**src/rtl/scan_seq_pkg.sv**
```systemverilog
package scan_seq_pkg;

    localparam int NS        = 3;
    localparam int NPI       = 3;
    localparam int NPO       = 2;
    localparam int NVEC_MAX  = 8;
    localparam int FLUSH_LEN = NS + 4;
    localparam int SW        = $clog2(NS);

    typedef logic [NS-1:0]  state_t;
    typedef logic [NPI-1:0] pin_t;
    typedef logic [NPO-1:0] pout_t;

    typedef struct packed {
        pin_t   pi;
        state_t ps;
        pout_t  po;
        state_t nx;
    } vec_t;

    typedef struct packed {
        logic  so_en;
        logic  so_exp;
        logic  po_en;
        pout_t po_exp;
    } chk_t;

    typedef enum logic [2:0] {
        PH_FLUSH,
        PH_SHIFT,
        PH_CAPT,
        PH_UNLOAD,
        PH_DONE
    } phase_t;

    // Flush bit for cycle t: 0,0,1,1 repeating.
    function automatic logic flush_bit(input int unsigned t);
        return (t % 4) >= 2;
    endfunction

    // Table entry k: stimulus and the expected device response.
    function automatic vec_t make_vec(input int unsigned k);
        vec_t   v;
        state_t rot;
        state_t pi_ext;
        v.pi   = pin_t'(k);
        v.ps   = state_t'(5 * k + 3);
        pi_ext = state_t'(v.pi);
        rot    = {v.ps[NS-2:0], v.ps[NS-1]};
        v.nx   = rot ^ pi_ext;
        v.po    = '0;
        v.po[0] = v.pi[0] | v.ps[NS-1];
        v.po[1] = ^(pi_ext & v.ps);
        return v;
    endfunction

endpackage

```
**src/rtl/scan_seq_rom.sv**
```systemverilog
module scan_seq_rom
    import scan_seq_pkg::*;
#(
    parameter int NVEC = 8,
    localparam int IW  = (NVEC > 1) ? $clog2(NVEC) : 1
) (
    input  logic [IW-1:0] idx_a,
    input  logic [IW-1:0] idx_b,
    output vec_t          vec_a,
    output vec_t          vec_b
);

    vec_t tbl [NVEC];

    for (genvar g = 0; g < NVEC; g++) begin : g_ent
        assign tbl[g] = make_vec(g);
    end

    assign vec_a = tbl[idx_a];
    assign vec_b = tbl[idx_b];

endmodule

```
**src/rtl/scan_seq_ctrl.sv**
```systemverilog
module scan_seq_ctrl
    import scan_seq_pkg::*;
#(
    parameter int NVEC = 8,
    localparam int IW  = (NVEC > 1) ? $clog2(NVEC) : 1,
    localparam int CW  = $clog2(FLUSH_LEN)
) (
    input  logic          clk,
    input  logic          rst,
    output phase_t        phase_o,
    output logic [CW-1:0] cnt_o,
    output logic [IW-1:0] vidx_o
);

    phase_t        phase;
    logic [CW-1:0] cnt;
    logic [IW-1:0] vidx;

    always_ff @(posedge clk) begin
        if (rst) begin
            phase <= PH_FLUSH;
            cnt   <= '0;
            vidx  <= '0;
        end else begin
            case (phase)
                PH_FLUSH: begin
                    if (cnt == CW'(FLUSH_LEN - 1)) begin
                        phase <= PH_SHIFT;
                        cnt   <= '0;
                    end else begin
                        cnt <= cnt + 1'b1;
                    end
                end
                PH_SHIFT: begin
                    if (cnt == CW'(NS - 1)) begin
                        phase <= PH_CAPT;
                        cnt   <= '0;
                    end else begin
                        cnt <= cnt + 1'b1;
                    end
                end
                PH_CAPT: begin
                    cnt <= '0;
                    if (vidx == IW'(NVEC - 1)) begin
                        phase <= PH_UNLOAD;
                    end else begin
                        phase <= PH_SHIFT;
                        vidx  <= vidx + 1'b1;
                    end
                end
                PH_UNLOAD: begin
                    if (cnt == CW'(NS - 1)) begin
                        phase <= PH_DONE;
                        cnt   <= '0;
                    end else begin
                        cnt <= cnt + 1'b1;
                    end
                end
                default: begin
                    phase <= PH_DONE;
                end
            endcase
        end
    end

    assign phase_o = phase;
    assign cnt_o   = cnt;
    assign vidx_o  = vidx;

endmodule

```
**src/rtl/scan_seq_cmp.sv**
```systemverilog
module scan_seq_cmp
    import scan_seq_pkg::*;
#(
    parameter int MW = 6
) (
    input  logic          clk,
    input  logic          rst,
    input  chk_t          chk,
    input  logic          so_i,
    input  pout_t         po_i,
    output logic          fail_o,
    output logic [MW-1:0] cnt_o
);

    logic          miss;
    logic          fail_q;
    logic [MW-1:0] cnt_q;

    always_comb begin
        miss = 1'b0;
        if (chk.so_en && (so_i != chk.so_exp)) miss = 1'b1;
        if (chk.po_en && (po_i != chk.po_exp)) miss = 1'b1;
    end

    always_ff @(posedge clk) begin
        if (rst) begin
            fail_q <= 1'b0;
            cnt_q  <= '0;
        end else if (miss) begin
            fail_q <= 1'b1;
            if (cnt_q != '1) cnt_q <= cnt_q + 1'b1;
        end
    end

    assign fail_o = fail_q;
    assign cnt_o  = cnt_q;

endmodule

```
**src/rtl/scan_pattern_seq.sv**
```systemverilog
module scan_pattern_seq
    import scan_seq_pkg::*;
#(
    parameter int NVEC    = 8,
    localparam int IW     = (NVEC > 1) ? $clog2(NVEC) : 1,
    localparam int CW     = $clog2(FLUSH_LEN),
    localparam int MAX_EV = (FLUSH_LEN - NS) + NVEC * (NS + 1),
    localparam int MW     = $clog2(MAX_EV + 1)
) (
    input  logic           clk,
    input  logic           rst,
    input  logic           scan_out_i,
    input  logic [NPO-1:0] po_i,
    output logic           tc_o,
    output logic           scan_in_o,
    output logic [NPI-1:0] pi_o,
    output logic           done_o,
    output logic           fail_o,
    output logic [MW-1:0]  mism_cnt_o
);

    phase_t        phase;
    logic [CW-1:0] cnt;
    logic [IW-1:0] vidx;
    logic [IW-1:0] vprev;
    vec_t          cur;
    vec_t          prv;
    chk_t          chk;
    logic [SW-1:0] bsel;

    scan_seq_ctrl #(.NVEC(NVEC)) u_ctrl (
        .clk     (clk),
        .rst     (rst),
        .phase_o (phase),
        .cnt_o   (cnt),
        .vidx_o  (vidx)
    );

    assign vprev = vidx - 1'b1;

    scan_seq_rom #(.NVEC(NVEC)) u_rom (
        .idx_a (vidx),
        .idx_b (vprev),
        .vec_a (cur),
        .vec_b (prv)
    );

    // Chain bit order: most significant state bit travels first.
    assign bsel = SW'(NS - 1 - int'(cnt));

    always_comb begin
        tc_o      = 1'b0;
        scan_in_o = 1'b0;
        pi_o      = '0;
        done_o    = 1'b0;
        chk       = '0;
        case (phase)
            PH_FLUSH: begin
                scan_in_o = flush_bit(int'(cnt));
                if (int'(cnt) >= NS) begin
                    chk.so_en  = 1'b1;
                    chk.so_exp = flush_bit(int'(cnt) - NS);
                end
            end
            PH_SHIFT: begin
                scan_in_o = cur.ps[bsel];
                if (vidx != '0) begin
                    chk.so_en  = 1'b1;
                    chk.so_exp = prv.nx[bsel];
                end
            end
            PH_CAPT: begin
                tc_o       = 1'b1;
                pi_o       = cur.pi;
                chk.po_en  = 1'b1;
                chk.po_exp = cur.po;
            end
            PH_UNLOAD: begin
                chk.so_en  = 1'b1;
                chk.so_exp = cur.nx[bsel];
            end
            default: begin
                done_o = 1'b1;
            end
        endcase
    end

    scan_seq_cmp #(.MW(MW)) u_cmp (
        .clk    (clk),
        .rst    (rst),
        .chk    (chk),
        .so_i   (scan_out_i),
        .po_i   (po_i),
        .fail_o (fail_o),
        .cnt_o  (mism_cnt_o)
    );

endmodule

```
**config.mk**
```make
export PLATFORM = sky130hd
export DESIGN_NAME = scan_pattern_seq
export DESIGN_NICKNAME = d
export VERILOG_FILES = /design/src/rtl/scan_seq_pkg.sv /design/src/rtl/scan_seq_rom.sv /design/src/rtl/scan_seq_ctrl.sv /design/src/rtl/scan_seq_cmp.sv /design/src/rtl/scan_pattern_seq.sv
export SDC_FILE = /design/constraint.sdc
export NUM_CORES = 1
export LEC_CHECK = 0
export ABC_AREA = 1
export BUFFER_PORTS_ARGS = -buffer_cell sky130_fd_sc_hd__buf_2
export CAP_MARGIN = 0
export CORE_ASPECT_RATIO = 0.8
export CORE_MARGIN = 4
export CORE_UTILIZATION = 58
export CTS_CLUSTER_SIZE = 25
export DETAILED_ROUTE_END_ITERATION = 8
export PLACE_DENSITY = 0.77
export RECOVER_POWER = 25
export SYNTH_ARGS = -nofsm -noshare
export SYNTH_HDL_FRONTEND = slang
export SYNTH_HIERARCHICAL = 1
export SYNTH_SLANG_ARGS = --single-unit
export TNS_END_PERCENT = 20
```
**constraint.sdc**
```tcl
create_clock -name clk -period 3.3 [get_ports clk]
set_clock_uncertainty 0.05 [all_clocks]
set_input_delay 0.165 -clock clk [delete_from_list [all_inputs] [get_ports clk]]
set_output_delay 0.165 -clock clk [all_outputs]
set_load 0.1 [all_outputs]
```
==> run_results.csv, run 1 <==
group,metric,value,unit
synth,synth_cells,227,
global_route,grtUsageTotal,18.4,%
layout,diodes,0,
global_route,overflow,0,
timing,period_needed,2.58,ns
detailed_routing,wl,2810,um
placement,dp.final_hpwl,2190,um
timing,fmax,388,MHz
setup_path,path_max_fanout,13,
floorplan,die_h,52.3,um
clock_tree,root_buffer,"clkbuf_4",
timing,fin_tns_setup,0,ns
timing,rsz0062_at_grt,"false",
layout,post-route-util,66.9,%
synth,syn_area,0.00142,mm^2
clock_tree,cts_sinks,16,
timing,period_share,78.2,%
layout,syn2layout_area_growth,5.80,%
floorplan,ios,18,
floorplan,die_w,63.4,um
detailed_routing,dr_total_vias,1340,
synth,yosys_warnings,6,
placement,port_buffers,17,
setup_path,ff2ff_setup_slack,0.72,ns
timing,worst_pin_slew,1.17,ns
hold_path,hold_class,"in2reg",
global_route,antenna_found_initial,0,
placement,placed_area,0.00148,mm^2
power_and_ir_drop,finalPower,1.30,mW
timing,maxSlewHeadroom,22.1,%
placement,globalplace.congestion,0.844,
timing,setup_violations,0,
global_route,grt_pass1_wl,4840,um
detailed_routing,ant_nets,0,
synth,postSynthAreaPerCell,6.27,um^2
clock_tree,cts_hold_buf,0,
detailed_routing,via_per_inst,5.04,
power_and_ir_drop,ir_worst_vdd,0.499,mV
layout,finalNonFillerCells,266,
detailed_routing,dr.pass1.iters,4,
flow_run,drv_cap,0,
floorplan,fp-row-count,15,
detailed_routing,avgRoutedWirePerCell,10.6,um
clock_tree,htreeDepth,1,
setup_path,cp.required,3.45,ns
clock_tree,clkLatencyLatePin,0.29,ns
layout,final_layout_size_suffix_gt1_share,11.6,%
setup_path,cp.arrival,2.73,ns
clock_tree,postCtsSetupBuffers,0,
floorplan,initial_core_util,63.2,%
setup_path,critical_path_class,"reg2reg",
layout,stdcell_area,0.00151,mm^2
synth,syn_nets,248,
global_route,grt_max_degree,14,
layout,nets,263,
clock_tree,cts_resized,0,
floorplan,fp.coreArea,0.00225,mm^2
global_route,grt_pass1_vias,1118,
layout,nFillCells,231,
timing,finalHoldViolCount,0,
clock_tree,cts_buffers,3,
setup_path,end_kind,"register",
power_and_ir_drop,p_per_area,866,mW/mm^2
power_and_ir_drop,power.leakage,0.767,nW
clock_tree,cts_tree,"done",
setup_path,startpoint_type,"register",
timing,slew_violations,0,
status,status,"complete, no violations",
floorplan,die-area,0.00332,mm^2
placement,dpl.cell_count,262,
clock_tree,clk_pin_slew_worst_paths,0.11,ns
clock_tree,clk_path_buf_depth,2,
detailed_routing,drc,0,
detailed_routing,drt_iter0_drc,92,
-- layout by cell type, fill, tap and decap left out, types with 3 or more instances in the layout --
cell type,instances
inv_1,38
o21ai_0,6
nand3_1,19
nor2_1,27
inv_2,5
xor2_1,4
nand2_1,59
buf_2,12
clkbuf_1,5
clkbuf_4,3
ha_1,16
nor3_1,3
a21oi_1,13
dfxtp_1,16
-- worst paths after layout --
check              startpoint          endpoint  cells past startpoint
max          u_ctrl/vidx_o[1]    u_cmp/cnt_o[0]                     15
min                       rst  u_ctrl/vidx_o[2]                      2
max reg2reg  u_ctrl/vidx_o[1]    u_cmp/cnt_o[0]                     15
min reg2reg      u_cmp/fail_o      u_cmp/fail_o                      2
-- area by class of cell --
class / count / area, um^2 / area share [%]
tap: 25 / 31.3 / 2.08
multi-input combinational: 161 / 878 / 58.3
inverter: 43 / 161 / 10.7
timing repair buffer: 17 / 78.8 / 5.23
sequential: 16 / 320 / 21.3
clock buffer: 4 / 36.3 / 2.41
-- layer usage --
layer  GRT usage [%]  up-vias  part of all wire (%)
met3            4.72        2                   6.0
met1            23.3      583                    49
li1                -      725                     -
met2            31.5       30                    45
met4            4.30        0                  0.61
met5               0        -                     0
-- critical path, stage by stage (launching register included) --
cell and delay [ns]:
dfxtp_1 0.52, inv_1 0.11, ha_1 0.28, inv_1 0.05, inv_1 0.04, ha_1 0.29
xnor2_1 0.14, nand3_1 0.09, nand2_1 0.06, nand2_1 0.06, nand3_1 0.08, or2_1 0.25
nand3_2 0.07, nand2_2 0.15, a21oi_1 0.19, nor2_1 0.07
-- registers in the layout, indices dropped and copies added, names as in the netlist --
signal / count
u_ctrl/cnt_o: 3
u_ctrl/vidx_o: 3
u_cmp/cnt_o: 6
u_ctrl/phase_o: 3
u_cmp/fail_o: 1
-- metrics by stage --
stage | hold WS [ns] | setup slack, ns
global placement | 0.388 | 0.846
finish | 0.0719 | 0.721
global route | 0.0776 | 0.477
detailed placement | 0.390 | 0.746
CTS | 0.0680 | 0.717
floorplan | 0.184 | -0.186
-- where the power goes --
group	switching [mW]	internal [mW]	leakage (nW)
Combinational	0.623	0.218	0.616
Clock	0.0664	0.0672	0.0210
Sequential	0.0854	0.244	0.130
Total	0.775	0.530	0.767
Note: power is estimated with default switching activity, not from simulation.
==> run 2: changes to the inputs <==
==> constraint.sdc (replaced) <==
create_clock -name clk -period 2.7 [get_ports clk]
set_clock_uncertainty 0.05 [all_clocks]
set_input_delay 0.135 -clock clk [delete_from_list [all_inputs] [get_ports clk]]
set_output_delay 0.135 -clock clk [all_outputs]
set_load 0.1 [all_outputs]
==> run 2 against run 1 <==
Power increased by 22%. Non-clock buffer count increased by 3. Design area rose by 1.8%. Combinational power is 26% higher. Clock power decreased by 6%. Wire length is 1.7% higher. Critical path depth decreased by 7. Worst hold slack got worse by 0.0078 ns. Register-to-register slack worse by 0.39 ns. Sequential share of layout area fell by 0.38 points. Flip-flop and latch count unchanged. Clock-buffer cell count shrank 1. Highest routed layer is now met3.
==> run_results.csv, run 2 (same netlist as run 1, synthesis figures left out) <==
group,metric,value,unit
timing,maxSlewHeadroom,21.9,%
placement,dp.final_hpwl,2270,um
setup_path,cp.arrival,2.27,ns
layout,mostFrequentLayoutCell,"nand2_1",
power_and_ir_drop,p_comb_share,66.8,%
floorplan,fp.coreArea,0.00225,mm^2
layout,syn2layout_area_growth,7.73,%
power_and_ir_drop,p_seq_share,25.3,%
layout,finalNonFillerCells,268,
power_and_ir_drop,power.leakage,0.770,nW
detailed_routing,avgRoutedWirePerCell,10.7,um
clock_tree,clk_pin_slew_worst_paths,0.09,ns
flow_run,drv_cap,0,
power_and_ir_drop,ir_worst_vdd,0.751,mV
global_route,grt_pass1_vias,1177,
power_and_ir_drop,clkPwrFrac,7.9,%
timing,fmax,407,MHz
placement,globalplace.congestion,0.871,
global_route,grt_max_degree,14,
placement,dp_slack,0.361,ns
clock_tree,htreeDepth,1,
placement,dpl.cell_count,265,
global_route,grtUsageTotal,18.3,%
layout,final_layout_size_suffix_gt1_share,13.6,%
timing,holdWs,0.0641,ns
clock_tree,cts_tree,"done",
clock_tree,cts_buffers,3,
clock_tree,root_buffer,"clkbuf_4",
layout,largest_reg_flops,6,
timing,rsz0062_at_grt,"false",
timing,slew_violations,0,
floorplan,die-area,0.00332,mm^2
global_route,antenna_found_initial,0,
setup_path,path_max_fanout,9,
detailed_routing,ant_nets,0,
timing,period_share,91.0,%
detailed_routing,dr_total_vias,1327,
clock_tree,clk_path_buf_depth,2,
floorplan,fp-row-count,15,
floorplan,die_h,52.3,um
global_route,grt_pass1_wl,4830,um
setup_path,cp.required,2.52,ns
global_route,overflow,0,
detailed_routing,via_per_inst,4.95,
detailed_routing,wl,2860,um
floorplan,die_w,63.4,um
setup_path,critical_path_class,"reg2out",
power_and_ir_drop,p_sw,957,uW
setup_path,end_kind,"output port",
timing,period_needed,2.46,ns
status,status,"complete, no violations",
timing,setup_violations,0,
clock_tree,cts_hold_buf,0,
floorplan,ios,18,
clock_tree,cts_resized,0,
detailed_routing,dr.pass1.iters,5,
power_and_ir_drop,p_per_area,1030,mW/mm^2
timing,setup_slack,0.243,ns
floorplan,initial_core_util,63.2,%
power_and_ir_drop,p_int,629,uW
timing,finalHoldViolCount,0,
layout,diodes,0,
clock_tree,clkLatencyLatePin,0.28,ns
detailed_routing,drt_iter0_drc,68,
timing,fin_tns_setup,0,ns
layout,nets,266,
setup_path,startpoint_type,"register",
timing,worst_pin_slew,1.18,ns
clock_tree,postCtsSetupBuffers,0,
hold_path,hold_class,"in2reg",
clock_tree,cts_sinks,16,
power_and_ir_drop,sw_frac_of_total,60.3,%
placement,port_buffers,17,
detailed_routing,drc,0,
layout,layout_common_cells,"nand2_1 (58), inv_1 (38), nor2_1 (24)",
[run 2: cell count changes in the layout (fill, tap and decap cells not counted), sizes merged]
cell and change:
buf +1, clkbuf +1
[run 2: worst max-delay path, cell delays in order (launching register included)]
cell     delay, ns
dfxtp_1       0.54
inv_2         0.13
ha_1          0.37
inv_1         0.13
o21ai_0       0.09
o21ai_0       0.18
nand2_1       0.07
nand2_1       0.06
buf_2         0.42
[run 2: path summary, 6_finish.rpt]
kind,cells after the start,slack (ns),end,from
worst max-delay path,8,0.24,scan_in_o,u_ctrl/cnt_o[0]
worst min register to register,2,0.43,u_cmp/fail_o,u_cmp/fail_o
worst min-delay path,2,0.06,u_ctrl/phase_o[0],rst
worst max register to register,17,0.33,u_cmp/cnt_o[1],u_ctrl/vidx_o[0]
[run 2: metrics by stage]
step | area, um^2 | total power [mW] | util, %
after global placement | 1520 | 1.43 | 67.5
after detailed placement | 1520 | 1.47 | 67.5
final | 1530 | 1.59 | 68.1
after global routing | 1530 | 1.73 | 68.1
after floorplan | 1440 | 1.31 | -
after CTS | 1540 | 1.60 | 68.5
[run 2: routing by layer]
metal / up-vias / GRT usage (%) / routed length [um] / part of all wire (%)
met5: - / 0 / 0 / 0
li1: 726 / - / - / -
met3: 0 / 4.94 / 133 / 4.7
met2: 25 / 32.1 / 1270 / 45
met4: 0 / 3.23 / 0 / 0
met1: 576 / 22.8 / 1450 / 51
[run 2: area by class of cell]
class,instances,area [um^2]
clock buffer,3,22.5
fill,215,718
inverter,43,161
multi-input combinational,161,900
sequential,16,320
tap,25,31.3
timing repair buffer,20,98.8
[run 2: power by group through the flow]
stage | registers [mW] | logic (mW) | clock network (mW)
after floorplan | 0.591 | 0.721 | 0
after global placement | 0.398 | 1.03 | 0
after detailed placement | 0.404 | 1.06 | 0
after CTS | 0.399 | 1.07 | 0.134
after global routing | 0.414 | 1.17 | 0.141
final | 0.401 | 1.06 | 0.126
==> run 3: changes to the inputs <==
--- a/config.mk
+++ b/config.mk
@@ -5,15 +5,14 @@
 export SDC_FILE = /design/constraint.sdc
 export NUM_CORES = 1
 export LEC_CHECK = 0
-export ABC_AREA = 1
 export BUFFER_PORTS_ARGS = -buffer_cell sky130_fd_sc_hd__buf_2
 export CAP_MARGIN = 0
 export CORE_ASPECT_RATIO = 0.8
 export CORE_MARGIN = 4
-export CORE_UTILIZATION = 58
+export CORE_UTILIZATION = 59
 export CTS_CLUSTER_SIZE = 25
 export DETAILED_ROUTE_END_ITERATION = 8
-export PLACE_DENSITY = 0.77
+export PLACE_DENSITY = 0.78
 export RECOVER_POWER = 25
 export SYNTH_ARGS = -nofsm -noshare
 export SYNTH_HDL_FRONTEND = slang
==> run 3 against run 2 <==
Global-route usage is 0.54 points higher. Design area rose by 16%. Combinational power down 82%. Non-clock buffer count up 7. Critical path type is now reg2reg. Largest power group is now registers. Highest routed layer is now met4.
==> run_results.csv, run 3 <==
group,metric,value,unit
status,status,"complete, no violations",
floorplan,fp-row-count,15,
layout,syn2layout_area_growth,19.2,%
setup_path,ff2ff_setup_slack,0.12,ns
setup_path,reg2regPathDepth,14,
placement,globalplace.congestion,0.848,
detailed_routing,avgRoutedWirePerCell,14.3,um
timing,finalHoldViolCount,0,
setup_path,crit_start,"u_ctrl/vidx_o[0]",
setup_path,startpoint_type,"register",
timing,period_needed,2.58,ns
hold_path,min_path_cells,2,
floorplan,fp.coreArea,0.00227,mm^2
detailed_routing,wl,3270,um
detailed_routing,dr.pass1.iters,4,
detailed_routing,via_per_inst,5.59,
global_route,grt_pass1_vias,1088,
global_route,grt_busiest_layer,"met2",
power_and_ir_drop,power.leakage,0.758,nW
setup_path,r2r-start,"u_ctrl/vidx_o[0]",
synth,syn_nets,195,
global_route,grtUsageTotal,18.8,%
detailed_routing,drc,0,
power_and_ir_drop,finalPower,610,uW
timing,setup_slack,0.116,ns
layout,largest_reg_flops,6,
timing,slew_violations,0,
clock_tree,clk_pin_slew_worst_paths,0.11,ns
clock_tree,cts_hold_buf,0,
flow_run,drv_cap,0,
detailed_routing,ant_nets,0,
layout,finalNonFillerCells,228,
clock_tree,cts_buffers,3,
setup_path,r2r_end,"u_cmp/cnt_o[4]",
clock_tree,clk_path_buf_depth,2,
hold_path,hold_class,"in2reg",
global_route,use_met3,5.31,%
clock_tree,htreeDepth,1,
floorplan,die-area,0.00340,mm^2
global_route,grt_pass1_wl,4960,um
layout,final_layout_size_suffix_gt1_share,27.8,%
power_and_ir_drop,p_per_area,344,mW/mm^2
global_route,grt_max_degree,17,
synth,yosys_warnings,6,
timing,period_share,95.7,%
synth,postSynthAreaPerCell,8.56,um^2
floorplan,initial_core_util,65.6,%
timing,maxSlewHeadroom,22.8,%
clock_tree,cts_sinks,16,
setup_path,cp.arrival,2.72,ns
placement,port_buffers,17,
floorplan,die_w,64.2,um
setup_path,path_max_fanout,4,
floorplan,ios,18,
setup_path,endpoint,"u_cmp/cnt_o[4]",
clock_tree,clkLatencyLatePin,0.29,ns
global_route,met1_usage,25.0,%
placement,dpl.cell_count,223,
timing,worst_pin_slew,1.16,ns
global_route,overflow,0,
global_route,antenna_found_initial,0,
clock_tree,cts_tree,"done",
setup_path,end_kind,"register",
clock_tree,root_buffer,"clkbuf_4",
synth,synth_cells,174,
timing,rsz0062_at_grt,"true",
synth,syn_area,0.00149,mm^2
layout,post-route-util,78.2,%
global_route,met2_usage,30.9,%
detailed_routing,dr_total_vias,1275,
floorplan,die_h,52.9,um
detailed_routing,drt_iter0_drc,108,
timing,fmax,387,MHz
layout,diodes,0,
placement,dp.final_hpwl,2320,um
layout,layout_common_cells,"inv_1 (14), dfxtp_1 (14), nor2_1 (13)",
placement,dp_slack,-0.0861,ns
timing,setup_violations,0,
layout,nets,216,
power_and_ir_drop,ir_worst_vdd,0.409,mV
layout,nFillCells,167,
setup_path,cp.required,2.83,ns
setup_path,critical_path_class,"reg2reg",
run 3: area by class of cell:
type | instances | area (um^2) | share of cell area [%]
multi-input combinational | 128 | 1140 | 64.2
sequential | 16 | 323 | 18.2
inverter | 19 | 77.6 | 4.37
timing repair buffer | 27 | 156 | 8.81
clock buffer | 4 | 36.3 | 2.04
tap | 34 | 42.5 | 2.40
run 3: worst min-delay path by stage:
stage | startpoint | endpoint | slack (ns)
final | rst | u_ctrl/phase_o[2] | 0.15
after global routing | rst | u_cmp/fail_o | 0.15
after CTS | rst | u_ctrl/phase_o[2] | 0.15
after detailed placement | u_cmp/fail_o | u_cmp/fail_o | 0.42
after global placement | u_cmp/fail_o | u_cmp/fail_o | 0.41
after floorplan | rst | u_ctrl/vidx_o[0] | 0.15
run 3: per-stage QoR:
step | setup TNS, ns | cell area [um^2] | hold slack, ns
after floorplan | -0.00965 | 1500 | 0.150
after global placement | 0 | 1610 | 0.409
after detailed placement | -0.227 | 1610 | 0.419
after CTS | 0 | 1670 | 0.146
after global routing | -0.123 | 1780 | 0.153
final | 0 | 1780 | 0.147
run 3: critical path: stages (launching register included):
cell,delay (ns)
dfxtp_2,0.35
inv_2,0.05
ha_4,0.23
inv_2,0.05
inv_2,0.05
ha_4,0.27
xnor2_2,0.10
mux2i_1,0.08
o21ai_1,0.15
nand4_1,0.13
o211ai_2,0.14
xor2_2,0.21
nand2_2,0.16
a2111oi_4,0.41
a2111oi_2,0.06
run 3: timing repair:
action,4_1_cts,5_1_grt
setup endpoints to repair,5,6
resized for setup,6,19
setup buffers,0,1
pin swaps,4,8
gates cloned,0,0
run 3: where the power goes:
group          total (mW)  leakage, nW  switching, mW  internal [mW]
combinational       0.188        0.607          0.127         0.0606
clock               0.164       0.0210         0.0823         0.0822
sequential          0.258        0.131         0.0124          0.245
run 3: routing by layer:
layer | part of all wire, % | vias up
met5 | 0 | -
met4 | 1.5 | 0
met3 | 6.4 | 8
met2 | 44 | 42
met1 | 49 | 582
li1 | - | 643
